--- config.mk ---
export PLATFORM = sky130hd
export DESIGN_NAME = apt_tracker
export DESIGN_NICKNAME = d
export VERILOG_FILES = /design/src/rtl/apt_pkg.sv /design/src/rtl/apt_prio_enc.sv /design/src/rtl/apt_word_bank.sv /design/src/rtl/apt_nmi_flag.sv /design/src/rtl/apt_tracker.sv
export SDC_FILE = /design/constraint.sdc
export NUM_CORES = 1
export LEC_CHECK = 0
export ABC_AREA = 1
export BUFFER_PORTS_ARGS = -buffer_cell sky130_fd_sc_hd__buf_2
export CAP_MARGIN = 30
export CORE_AREA = 2 2 151 153
export CTS_CLUSTER_DIAMETER = 60
export CTS_CLUSTER_SIZE = 30
export DETAILED_ROUTE_END_ITERATION = 10
export DIE_AREA = 0 0 153 155
export PLACE_DENSITY = 0.69
export SETUP_SLACK_MARGIN = 0.4
export SYNTH_ARGS = -nofsm -noshare
export SYNTH_HDL_FRONTEND = slang
export SYNTH_SLANG_ARGS = --single-unit
--- constraint.sdc ---
create_clock -name clk -period 19.7 [get_ports clk]
set_input_delay 3.94 -clock clk [delete_from_list [all_inputs] [get_ports clk]]
set_output_delay 3.94 -clock clk [all_outputs]
set_load 0.01 [all_outputs]
--- src/rtl/apt_pkg.sv ---
package apt_pkg;
  localparam int PRIO_W      = 8;
  localparam int WORD_W      = 32;
  localparam int RPR_W       = 16;
  localparam int RPR_NMI_POS = 15;

  typedef logic [PRIO_W-1:0] prio_t;

  function automatic int words_for(input int preempt_bits);
    return 1 << (preempt_bits - 5);
  endfunction
endpackage

--- src/rtl/apt_prio_enc.sv ---
module apt_prio_enc #(
  parameter int W  = 64,
  parameter int IW = 6
) (
  input  logic [W-1:0]  vec,
  output logic          found,
  output logic [IW-1:0] idx
);
  always_comb begin
    found = 1'b0;
    idx   = '0;
    for (int i = W - 1; i >= 0; i--) begin
      if (vec[i]) begin
        found = 1'b1;
        idx   = IW'(i);
      end
    end
  end
endmodule

--- src/rtl/apt_word_bank.sv ---
module apt_word_bank #(
  parameter int NWORDS = 2,
  parameter int IDX_W  = 1,
  localparam int NBITS = NWORDS * apt_pkg::WORD_W
) (
  input  logic                       clk,
  input  logic                       rst,
  input  logic                       wr_en,
  input  logic [IDX_W-1:0]           wr_word,
  input  logic [apt_pkg::WORD_W-1:0] wr_data,
  input  logic [NBITS-1:0]           set_vec,
  input  logic [NBITS-1:0]           clr_vec,
  output logic [NBITS-1:0]           cur_vec,
  output logic [NBITS-1:0]           nxt_vec
);
  localparam int WW = apt_pkg::WORD_W;

  for (genvar w = 0; w < NWORDS; w++) begin : g_word
    logic [WW-1:0] q;
    logic [WW-1:0] d;
    logic          hit;

    assign hit = wr_en && (wr_word == IDX_W'(w));
    assign d   = ((hit ? wr_data : q) & ~clr_vec[w*WW +: WW]) | set_vec[w*WW +: WW];

    always_ff @(posedge clk) begin
      if (rst) q <= '0;
      else     q <= d;
    end

    assign cur_vec[w*WW +: WW] = q;
    assign nxt_vec[w*WW +: WW] = d;
  end
endmodule

--- src/rtl/apt_nmi_flag.sv ---
module apt_nmi_flag #(
  parameter int NMI_EN = 1
) (
  input  logic clk,
  input  logic rst,
  input  logic set_i,
  input  logic clr_i,
  input  logic wr_en,
  input  logic wr_val,
  output logic cur,
  output logic nxt
);
  if (NMI_EN != 0) begin : g_on
    logic q;
    assign nxt = set_i | ((wr_en ? wr_val : q) & ~clr_i);
    always_ff @(posedge clk) begin
      if (rst) q <= 1'b0;
      else     q <= nxt;
    end
    assign cur = q;
  end else begin : g_off
    logic nmi_unused;
    assign nmi_unused = ^{clk, rst, set_i, clr_i, wr_en, wr_val};
    assign cur = 1'b0;
    assign nxt = 1'b0;
  end
endmodule

--- src/rtl/apt_tracker.sv ---
module apt_tracker #(
  parameter int PREEMPT_BITS = 6,
  parameter int NMI_EN       = 1,
  localparam int NWORDS      = 1 << (PREEMPT_BITS - 5),
  localparam int IDX_W       = (NWORDS > 1) ? $clog2(NWORDS) : 1
) (
  input  logic              clk,
  input  logic              rst,
  input  logic              act_valid,
  input  logic [7:0]        act_prio,
  input  logic              act_grp,
  input  logic              act_nmi,
  input  logic              eoi_valid,
  input  logic              wr_en,
  input  logic              wr_grp,
  input  logic [IDX_W-1:0]  wr_word,
  input  logic [32:0]       wr_data,
  output logic [7:0]        run_prio,
  output logic [15:0]       rpr_word
);
  import apt_pkg::*;

  localparam int NBITS = NWORDS * WORD_W;
  localparam int SHIFT = PRIO_W - PREEMPT_BITS;

  logic [PREEMPT_BITS-1:0] act_idx;
  logic                    act_is_nmi;
  logic [NBITS-1:0]        act_onehot;
  logic [NBITS-1:0]        set_g0, set_g1;
  logic [NBITS-1:0]        clr_vec;
  logic [NBITS-1:0]        g0_cur, g0_nxt, g1_cur, g1_nxt;
  logic                    nmi_cur, nmi_nxt;
  logic                    cur_found, nxt_found;
  logic [PREEMPT_BITS-1:0] cur_idx, nxt_idx;
  prio_t                   run_nxt;
  logic [RPR_W-1:0]        rpr_nxt;
  prio_t                   run_q;
  logic [RPR_W-1:0]        rpr_q;

  // Activation decode
  assign act_idx    = act_prio[PRIO_W-1:SHIFT];
  assign act_is_nmi = (NMI_EN != 0) && act_nmi;
  assign act_onehot = (act_valid && !act_is_nmi) ? (NBITS'(1) << act_idx) : '0;
  assign set_g0     = act_grp ? '0 : act_onehot;
  assign set_g1     = act_grp ? act_onehot : '0;

  // End-of-interrupt selection from the state held before this cycle
  apt_prio_enc #(.W(NBITS), .IW(PREEMPT_BITS)) u_enc_cur (
    .vec   (g0_cur | g1_cur),
    .found (cur_found),
    .idx   (cur_idx)
  );

  assign clr_vec = (eoi_valid && !nmi_cur && cur_found) ? (NBITS'(1) << cur_idx) : '0;

  apt_word_bank #(.NWORDS(NWORDS), .IDX_W(IDX_W)) u_bank_g0 (
    .clk     (clk),
    .rst     (rst),
    .wr_en   (wr_en && !wr_grp),
    .wr_word (wr_word),
    .wr_data (wr_data[WORD_W-1:0]),
    .set_vec (set_g0),
    .clr_vec (clr_vec),
    .cur_vec (g0_cur),
    .nxt_vec (g0_nxt)
  );

  apt_word_bank #(.NWORDS(NWORDS), .IDX_W(IDX_W)) u_bank_g1 (
    .clk     (clk),
    .rst     (rst),
    .wr_en   (wr_en && wr_grp),
    .wr_word (wr_word),
    .wr_data (wr_data[WORD_W-1:0]),
    .set_vec (set_g1),
    .clr_vec (clr_vec),
    .cur_vec (g1_cur),
    .nxt_vec (g1_nxt)
  );

  apt_nmi_flag #(.NMI_EN(NMI_EN)) u_nmi (
    .clk    (clk),
    .rst    (rst),
    .set_i  (act_valid && act_is_nmi),
    .clr_i  (eoi_valid && nmi_cur),
    .wr_en  (wr_en && wr_grp && (wr_word == '0)),
    .wr_val (wr_data[WORD_W]),
    .cur    (nmi_cur),
    .nxt    (nmi_nxt)
  );

  // Running priority of the state after this edge
  apt_prio_enc #(.W(NBITS), .IW(PREEMPT_BITS)) u_enc_nxt (
    .vec   (g0_nxt | g1_nxt),
    .found (nxt_found),
    .idx   (nxt_idx)
  );

  always_comb begin
    if (nmi_nxt)        run_nxt = '0;
    else if (nxt_found) run_nxt = PRIO_W'(nxt_idx) << SHIFT;
    else                run_nxt = '1;
    rpr_nxt              = '0;
    rpr_nxt[PRIO_W-1:0]  = run_nxt;
    rpr_nxt[RPR_NMI_POS] = nmi_nxt;
  end

  always_ff @(posedge clk) begin
    if (rst) begin
      run_q <= '1;
      rpr_q <= RPR_W'(8'hFF);
    end else begin
      run_q <= run_nxt;
      rpr_q <= rpr_nxt;
    end
  end

  assign run_prio = run_q;
  assign rpr_word = rpr_q;
endmodule

==> metrics, run 1 <==
Power Internal 568.4 uW; vertical die dimension 155 um; growth of design area from synthesis to finish 10.61%; result of the run finished clean; top area cells in the synthesized netlist sky130_fd_sc_hd__dfxtp_1 29%, sky130_fd_sc_hd__nand2_1 22%, sky130_fd_sc_hd__nor2_1 14%; layout cells sized above 1 0.08096; number of warnings printed during yosys synthesis 0; Rows 55; CTS H-tree depth 4; largest driver fanout on the critical path 17; power consumption 873.3 uW; maximum resistive drop on vdd 0.05353 mV; Slowest cell on crit path sky130_fd_sc_hd__nor2_2; CP peak stage delay 0.60 ns; P_sw approximately 300 uW; Worst setup EP type register; max-capacitance violation count 0; remaining design rule violation count 0; Max Freq 0.1039 GHz; clock root buffer sky130_fd_sc_hd__clkbuf_16; Crit path required time 20.01 ns; share of the cycle needed by the critical path after routing 0.4886; CTS tree yes; final slew viol count 0; drt total wl 31.93 mm; clock transition at the registers of the reported paths 0.06 ns; largest area contributor in the synthesized netlist sky130_fd_sc_hd__dfxtp_1; switching power share of the total 0.3491; Rel. slew slack 0.3561; deepest clock path buffer count 2; Setup-failing EPs final 0; power share of the clock group 0.386; via density per instance about 5.2; Post-Syn Area 9553 um2; static power due to leakage between 4 and 5 nW; clock insertion delay at the later pin of the skew report 0.44 ns; Most common cell on crit path sky130_fd_sc_hd__nand2_1; Final min period 9.626 ns; number of distinct library cells after synthesis 33; number of DRC violations after detailed-routing iteration 0 between 900 and 1000; buffers inserted by post-CTS timing repair 0; pin count of the biggest net entering global routing 68; worst path arrival time between 9 and 10 ns; Post-DP HPWL roughly 23 mm; clock skew after layout just under 0.009 ns; total vias in the final route about 11000; actual slew at the worst max-slew pin between 0.9 and 1 ns; IO Count 74; initial core utilization 0.4298; routability congestion estimate from global placement slightly above 0.9; final total negative setup slack 0 ns; type of element launching the critical path input port; relative contribution of combinational cells to total power 0.277; critical path class input port to register; first-pass detailed-route iteration total 6; total routing usage reported by global routing 0.2709; setup repair after global routing missed its margin no; overflow left after global routing 0; Flop pwr share 0.337; Final Core Density 0.4754; count of hold buffers inserted by post-cts repair 0; share of Yosys cell area claimed by the top area cell type 0.2850; fin nets 1791; global-route wire length before repair 50.78 mm; Seq/Total Area, Yosys 0.2850; CTS buffer count 17; count of antenna-violating nets left after detailed routing 0; Hold Crit Class register to register; power density over the cells roughly 83 nW/um2; synthesized area per cell 5.516 um2; core area ~22000 um2; number of I/O port buffers 64; Worst Slack Setup Final 10.07 ns; Fillers 2414; number of hold violations in the final report 0; count of mapped cells out of synthesis ~1700; Die Wd 153 um; Synth Register Bits 136; number of global-route vias before repair between 9000 and 10000; antenna violations before repair 1; number of clock sinks seen by CTS around 140; number of resized instances in the post-cts repair step 0; die area 23720 um2; routed length per instance 15.65 um; worst setup timing slack at the placement stage 9.725 ns
==> critical path: cells and delay by family <==
kind	cells	cell delay (ns)
buffers and inverters	3	0.70
and+or+nand+nor	69	5.29
==> through the flow <==
stage	hold WS [ns]	std cells	instance area, um2
after floorplan	0.5753	1738	9575
after global placement	0.6027	2007	9953
after detailed placement	0.6091	2007	9953
after CTS	0.6249	2039	10560
after global routing	0.6692	2040	10570
final	0.6241	2040	10570
==> area by class of cell <==
type / instances / area, um2 / area share
clock buffer: 25 / 495.5 / 0.04689
inverter: 185 / 694.4 / 0.06572
timing repair buffer: 76 / 412.9 / 0.03908
antenna: 1 / 2.502 / 0.0002368
clock inverter: 7 / 115.1 / 0.01089
sequential: 136 / 2723 / 0.2577
tap: 285 / 356.6 / 0.03375
multi-input combinational: 1325 / 5767 / 0.5458
==> Yosys cell counts <==
cell / n
sky130_fd_sc_hd__nor3_2: 1
sky130_fd_sc_hd__nand2_4: 3
sky130_fd_sc_hd__clkinv_1: 1
sky130_fd_sc_hd__dfxtp_1: 136
sky130_fd_sc_hd__buf_1: 11
sky130_fd_sc_hd__a21oi_1: 28
sky130_fd_sc_hd__o211ai_1: 27
sky130_fd_sc_hd__inv_1: 180
sky130_fd_sc_hd__a21boi_0: 1
sky130_fd_sc_hd__o31ai_1: 2
sky130_fd_sc_hd__or2_1: 1
sky130_fd_sc_hd__nor3_1: 18
sky130_fd_sc_hd__nor2_4: 5
sky130_fd_sc_hd__nor2_1: 359
sky130_fd_sc_hd__conb_1: 1
sky130_fd_sc_hd__dlygate4sd1_1: 1
sky130_fd_sc_hd__o21ai_1: 3
sky130_fd_sc_hd__buf_2: 1
sky130_fd_sc_hd__nand3_1: 29
sky130_fd_sc_hd__nor2_2: 11
sky130_fd_sc_hd__o21bai_1: 9
sky130_fd_sc_hd__nor4_1: 6
sky130_fd_sc_hd__nand4_1: 14
sky130_fd_sc_hd__nand2_1: 570
sky130_fd_sc_hd__inv_2: 4
sky130_fd_sc_hd__a31oi_1: 13
sky130_fd_sc_hd__nand2_2: 3
sky130_fd_sc_hd__clkbuf_1: 61
sky130_fd_sc_hd__nand3_2: 1
sky130_fd_sc_hd__nor2_8: 4
sky130_fd_sc_hd__buf_4: 18
sky130_fd_sc_hd__o21ai_0: 209
sky130_fd_sc_hd__and2_1: 1
==> state kept, by name, indices dropped and copies added (netlist names) <==
signal,flops
rpr_word,2
u_bank_g0.g_word.q,64
u_bank_g1.g_word.q,64
run_prio,6
==> placed cells by master (no fill, tap or decap), drive strengths merged <==
cell type,n
nand2,576
o21bai,9
clkinv,3
nor3,19
a21boi,1
a31oi,13
a21oi,28
buf,76
nand4,14
inv,184
dfxtp,136
o21ai,212
nand3,30
diode,1
o211ai,27
clkbuf,25
nor4,6
clkinvlp,2
conb,7
and2,1
o31ai,2
or2,1
nor2,379
bufinv,3
==> cells by family after synthesis <==
logic type,share of synthesized area
other,0.0003926
buffers and inverters,0.1166
DFF,0.2850
AOI/OAI and AO/OA,0.1649
and+or+nand+nor,0.4331
==> per-layer routing <==
layer,track usage,routed length [um]
met5,0,0
met4,0.1102,1164
met3,0.04763,2545
met2,0.4533,14590
met1,0.3471,13630
==> power groups by stage <==
stage                     Combinational [mW]  Clock [mW]  Sequential [mW]
after detailed placement               0.237           0            0.300
after CTS                              0.238       0.341            0.294
after floorplan                        0.169           0            0.300
after global placement                 0.236           0            0.299
final                                  0.242       0.337            0.294
after global routing                   0.272       0.352            0.295
==> final timing paths <==
kind / start / slack, ns / endpoint / depth (start not counted)
hold / removal: u_bank_g1.g_word[1].q[31] / 0.62 / u_bank_g1.g_word[1].q[31] / 4
setup / recovery: act_nmi / 10.07 / run_prio[2] / 72
hold reg to reg: u_bank_g1.g_word[1].q[31] / 0.62 / u_bank_g1.g_word[1].q[31] / 4
setup reg to reg: u_bank_g0.g_word[1].q[31] / 10.53 / run_prio[2] / 131
Power figures use the tool's default switching activity.
==> inputs of run 2 (changes only) <==
clock period = 9 ns   (was 19.7 ns; I/O delays follow)
==> metrics, run 2 (synthesis gave the netlist of run 1 again) <==
Worst setup EP type register; number of I/O port buffers 64 (unchanged); Fillers 2365 (-2.0%); design area 10810 um2 (+2.3%); CTS tree yes; Final Core Density 0.4864 (+0.01098); total routing usage reported by global routing 0.2710 (about the same); Reg2Reg Setup Slack 0.16 ns (-10.37 ns); die area 23720 um2 (unchanged); critical path class register to register; CTS buffer count 17 (unchanged); standard cell area after detailed placement 10040 um2 (+0.83%); remaining design rule violation count 0 (unchanged); static power due to leakage 4.839 nW (+2.4%); Rows 55 (unchanged); growth of design area from synthesis to finish 13.16%; number of DRC violations after detailed-routing iteration 0 904 (-7.4%); routability congestion estimate from global placement 0.9644 (+4.3%); register area 2728 um2 (+0.18%); area taken by multi-input logic gates 5869 um2 (+1.8%); overflow left after global routing 0 (unchanged); fin nets 1810 (+1.1%); power consumption 1.934 mW (+120%); routed length per instance 15.81 um (+1.0%); worst path arrival time 9.16 ns (-0.78 ns); actual slew at the worst max-slew pin 0.9556 ns (-0.007956 ns); largest driver fanout on the critical path 4 (-13); max-capacitance violation count 0 (unchanged); count of hold buffers inserted by post-cts repair 0 (unchanged); share of the cycle needed by the critical path after routing 0.9828; Max Freq between 0.1 and 0.15 GHz; count of antenna-violating nets left after detailed routing 0 (unchanged); type of element launching the critical path register; Die Wd 153 um (unchanged); Rel. slew slack 0.3614 (+0.005316); clock skew after layout 0.009949 ns (+0.001237 ns); core area 22230 um2 (unchanged); Hold Crit Class register to register; Setup-failing EPs final 0 (unchanged); clock insertion delay at the later pin of the skew report 0.44 ns (about the same); initial core utilization 0.4298 (unchanged); result of the run finished clean; IO Count 74 (unchanged); most frequent standard cell in the layout excluding fill and tap cells sky130_fd_sc_hd__nand2_1; CP peak stage delay 0.34 ns (-0.26 ns); worst setup timing slack at the placement stage 0.1121 ns (-9.613 ns); Slowest cell on crit path sky130_fd_sc_hd__dfxtp_2; maximum resistive drop on vdd 0.1413 mV (+160%); CTS H-tree depth 4 (unchanged); global-route wire length before repair 51.26 mm (+0.94%); antenna violations before repair 1 (unchanged); Worst Slack Setup Final 0.1551 ns (-9.919 ns); Final min period 8.845 ns; top library cells by usage in the layout, fill and taps aside 555 x sky130_fd_sc_hd__nand2_1, 348 x sky130_fd_sc_hd__nor2_1, 209 x sky130_fd_sc_hd__o21ai_0; clock root buffer sky130_fd_sc_hd__clkbuf_16; number of global-route vias before repair 9975 (+2.2%); number of clock sinks seen by CTS 136 (unchanged); final total negative setup slack 0 ns (unchanged); vertical die dimension 155 um (unchanged); power density over the cells 178.9 nW/um2 (+120%); deepest clock path buffer count 2 (unchanged); layout cells sized above 1 0.1106 (+0.02965); via density per instance 5.271 (+0.79%); first-pass detailed-route iteration total 6 (unchanged); total vias in the final route 10850 (+1.7%); pin count of the biggest net entering global routing 72 (+5.9%); Most common cell on crit path sky130_fd_sc_hd__nand2_1; clock transition at the registers of the reported paths 0.06 ns (about the same); Crit path required time 9.32 ns (-10.69 ns); Post-DP HPWL 24.18 mm (+3.6%); drt total wl 32.54 mm (+1.9%); setup repair after global routing missed its margin yes; number of hold violations in the final report 0 (unchanged); final slew viol count 0 (unchanged)
run 2: repair_timing:
item	CTS	global route
resized for setup	3	34
pin swaps	0	25
hold endpoints to repair	0	0
buffers inserted	0	8
setup endpoints to repair	1	2
run 2: final timing paths:
| path | start | endpoint | cells after the start |
|---|---|---|---|
| worst max-delay path | u_bank_g1.g_word[1].q[31] | run_prio[2] | 135 |
| worst min-delay path | u_bank_g1.g_word[0].q[28] | u_bank_g1.g_word[0].q[28] | 4 |
| worst max register to register | u_bank_g1.g_word[1].q[31] | run_prio[2] | 135 |
| worst min register to register | u_bank_g1.g_word[0].q[28] | u_bank_g1.g_word[0].q[28] | 4 |
run 2: metal layers:
metal,track usage,vias up,part of all wire
met2,0.4525,410,0.46
met1,0.3481,4921,0.43
met5,0,-,0
met4,0.1080,0,0.032
met3,0.04903,75,0.071
li1,-,5441,-
run 2: power by group:
group / internal [mW] / total [mW] / switching [mW]
combinational: 0.163 / 0.550 / 0.387
clock: 0.449 / 0.741 / 0.291
sequential: 0.629 / 0.643 / 0.0146
run 2: worst max-delay path: cells and delay by family, from the launching register on:
family	cells	cell delay (ns)
flops	1	0.34
buf+inv	1	0.04
simple gates	134	8.36
run 2: per-stage QoR:
stage          hold slack, ns  instances
2_1_floorplan          0.5753       1738
3_3_place_gp           0.5980       2018
3_5_place_dp           0.6154       2018
4_1_cts                0.6274       2049
5_1_grt                0.6859       2058
6_report               0.6295       2058
run 2: cell type report:
cell class | instances | area share
Inverter | 185 | 0.06424
Sequential cell | 136 | 0.2523
Multi-Input combinational cell | 1325 | 0.5429
Clock inverter | 11 | 0.01366
Timing Repair Buffer | 95 | 0.05139
Clock buffer | 20 | 0.04225
Antenna cell | 1 | 0.0002315
Tap cell | 285 | 0.03299
==> inputs of run 3 (changes only) <==
RECOVER_POWER = 50   (was not set)
==> metrics, run 3 (synthesis gave the netlist of run 1 again) <==
number of clock sinks seen by CTS 136 (unchanged); static power due to leakage 4.793 nW (-0.94%); CTS buffer count 17 (unchanged); clock transition at the registers of the reported paths 0.06 ns (about the same); overflow left after global routing 0 (unchanged); count of hold buffers inserted by post-cts repair 0 (unchanged); total routing usage reported by global routing 0.2710 (unchanged); top library cells by usage in the layout, fill and taps aside 555 x sky130_fd_sc_hd__nand2_1, 348 x sky130_fd_sc_hd__nor2_1, 209 x sky130_fd_sc_hd__o21ai_0; FF-to-FF Start u_bank_g0.g_word[1].q[31]; final total negative setup slack 0 ns (unchanged); total vias in the final route 10850 (+0.046%); power density over the cells 179.0 nW/um2 (about the same); routability congestion estimate from global placement 0.9644 (unchanged); worst path arrival time 9.15 ns (about the same); count of antenna-violating nets left after detailed routing 0 (unchanged); core area 22230 um2 (unchanged); Crit path required time 9.32 ns (about the same); global-route wire length before repair 51.26 mm (unchanged); clock root buffer sky130_fd_sc_hd__clkbuf_16; type of element launching the critical path register; first-pass detailed-route iteration total 6 (unchanged); number of hold violations in the final report 0 (unchanged); pin count of the biggest net entering global routing 72 (unchanged); final standard cell count with taps included and fillers excluded 2058 (unchanged); CTS tree yes; Die Wd 153 um (unchanged); number of I/O port buffers 64 (unchanged); result of the run finished clean; largest driver fanout on the critical path 4 (unchanged); standard cell area after detailed placement 10040 um2 (unchanged); initial core utilization 0.4298 (unchanged); Most common cell on crit path sky130_fd_sc_hd__nand2_1; final slew viol count 0 (unchanged); Setup-failing EPs final 0 (unchanged); deepest clock path buffer count 2 (unchanged); max-capacitance violation count 0 (unchanged); Worst setup EP type register; setup repair after global routing missed its margin yes; top routing layer used met4; via density per instance 5.273 (about the same); Final Hold Slack 0.6326 ns (+0.003070 ns); remaining design rule violation count 0 (unchanged); Rows 55 (unchanged); Rel. slew slack 0.3579 (-0.003557); top cell family by delay on the critical path simple AND/OR/NAND/NOR gates; share of the cycle needed by the critical path after routing 0.9816 (-0.001176); Max Freq 0.1132 GHz (+0.12%); actual slew at the worst max-slew pin 0.9609 ns (+0.005323 ns); Worst Path Buf+Inv 1 (unchanged); fin nets 1810 (unchanged); die area 23720 um2 (unchanged); count of placed standard cells including taps 2018 (unchanged); CTS H-tree depth 4 (unchanged); number of global-route vias before repair 9975 (unchanged); maximum resistive drop on vdd 0.1423 mV (+0.72%); length of routed met2 wiring 15.09 mm (+0.37%); Met1 Wirelength 14.18 mm (+0.30%); design area 10790 um2 (-0.20%); clock skew after layout 0.01130 ns (+0.001353 ns); hold path startpoint u_bank_g0.g_word[1].q[0]; critical path class register to register; Slowest cell on crit path sky130_fd_sc_hd__dfxtp_2; vertical die dimension 155 um (unchanged); drt total wl 32.52 mm (about the same); Hold Crit Class register to register; antenna violations before repair 1 (unchanged); layout cells sized above 1 0.1010 (-0.009594); IO Count 74 (unchanged); launching element of the worst setup path u_bank_g0.g_word[1].q[31]; Fillers 2370 (+0.21%); Final min period 8.834 ns (-0.01058 ns); routed length per instance 15.80 um (about the same); clock insertion delay at the later pin of the skew report 0.44 ns (about the same); Post-DP HPWL 24.18 mm (unchanged); number of DRC violations after detailed-routing iteration 0 897 (-0.77%); most frequent standard cell in the layout excluding fill and tap cells sky130_fd_sc_hd__nand2_1; growth of design area from synthesis to finish 12.94%; met3 routed WL 2.215 mm (-4.3%); power consumption 1.932 mW (-0.14%); CP peak stage delay 0.34 ns (about the same)
## run 3: cell count changes in the layout (fill, tap and decap cells not counted)
cell	delta
sky130_fd_sc_hd__buf_2	-17
sky130_fd_sc_hd__clkbuf_1	+17
## run 3: worst min-delay path, stage by stage (launching register included)
cell and delay [ns]:
sky130_fd_sc_hd__dfxtp_1 0.33, sky130_fd_sc_hd__nand2_1 0.05, sky130_fd_sc_hd__o21ai_0 0.06, sky130_fd_sc_hd__a21oi_1 0.08, sky130_fd_sc_hd__nor2_1 0.08
## run 3: final cells by class
cell class                      instances  area (um2)  share of cell area
Tap cell                              285       356.6             0.03305
Multi-Input combinational cell       1325        5869              0.5440
Clock inverter                         11       147.6             0.01368
Sequential cell                       136        2728              0.2528
Inverter                              185       694.4             0.06436
Clock buffer                           20       456.7             0.04233
Antenna cell                            1       2.502           0.0002319
Timing Repair Buffer                   95       534.3             0.04952
## run 3: metal layers
layer | GRT usage | vias to the layer above
met2 | 0.4525 | 413
met1 | 0.3481 | 4929
met5 | 0 | -
li1 | - | 5438
met3 | 0.04903 | 72
met4 | 0.1080 | 0
## run 3: per-stage QoR
stage | worst slack [ns] | util
after global routing | -0.9273 | 0.4854
after detailed placement | 0.1121 | 0.4515
after floorplan | 2.313 | -
after CTS | 0.1077 | 0.4790
after global placement | 0.09984 | 0.4515
final | 0.1656 | 0.4854
## run 3: repair_timing
item,4_1_cts,5_1_grt
gates resized for setup,3,34
setup buffers,0,8
setup endpoints to repair,1,2
pin swaps,0,25
## run 3: report_power, final
group	switching (mW)	total [mW]	internal, mW
clock network	0.291	0.740	0.449
registers	0.0148	0.644	0.629
logic	0.387	0.548	0.161
total	0.693	1.93	1.24
## run 3: path summary, 6_finish.rpt
check	end	depth (start not counted)	slack, ns
worst min-delay path	u_bank_g0.g_word[1].q[0]	4	0.63
worst min register to register	u_bank_g0.g_word[1].q[0]	4	0.63
worst max register to register	run_prio[2]	135	0.17
worst max-delay path	run_prio[2]	135	0.17
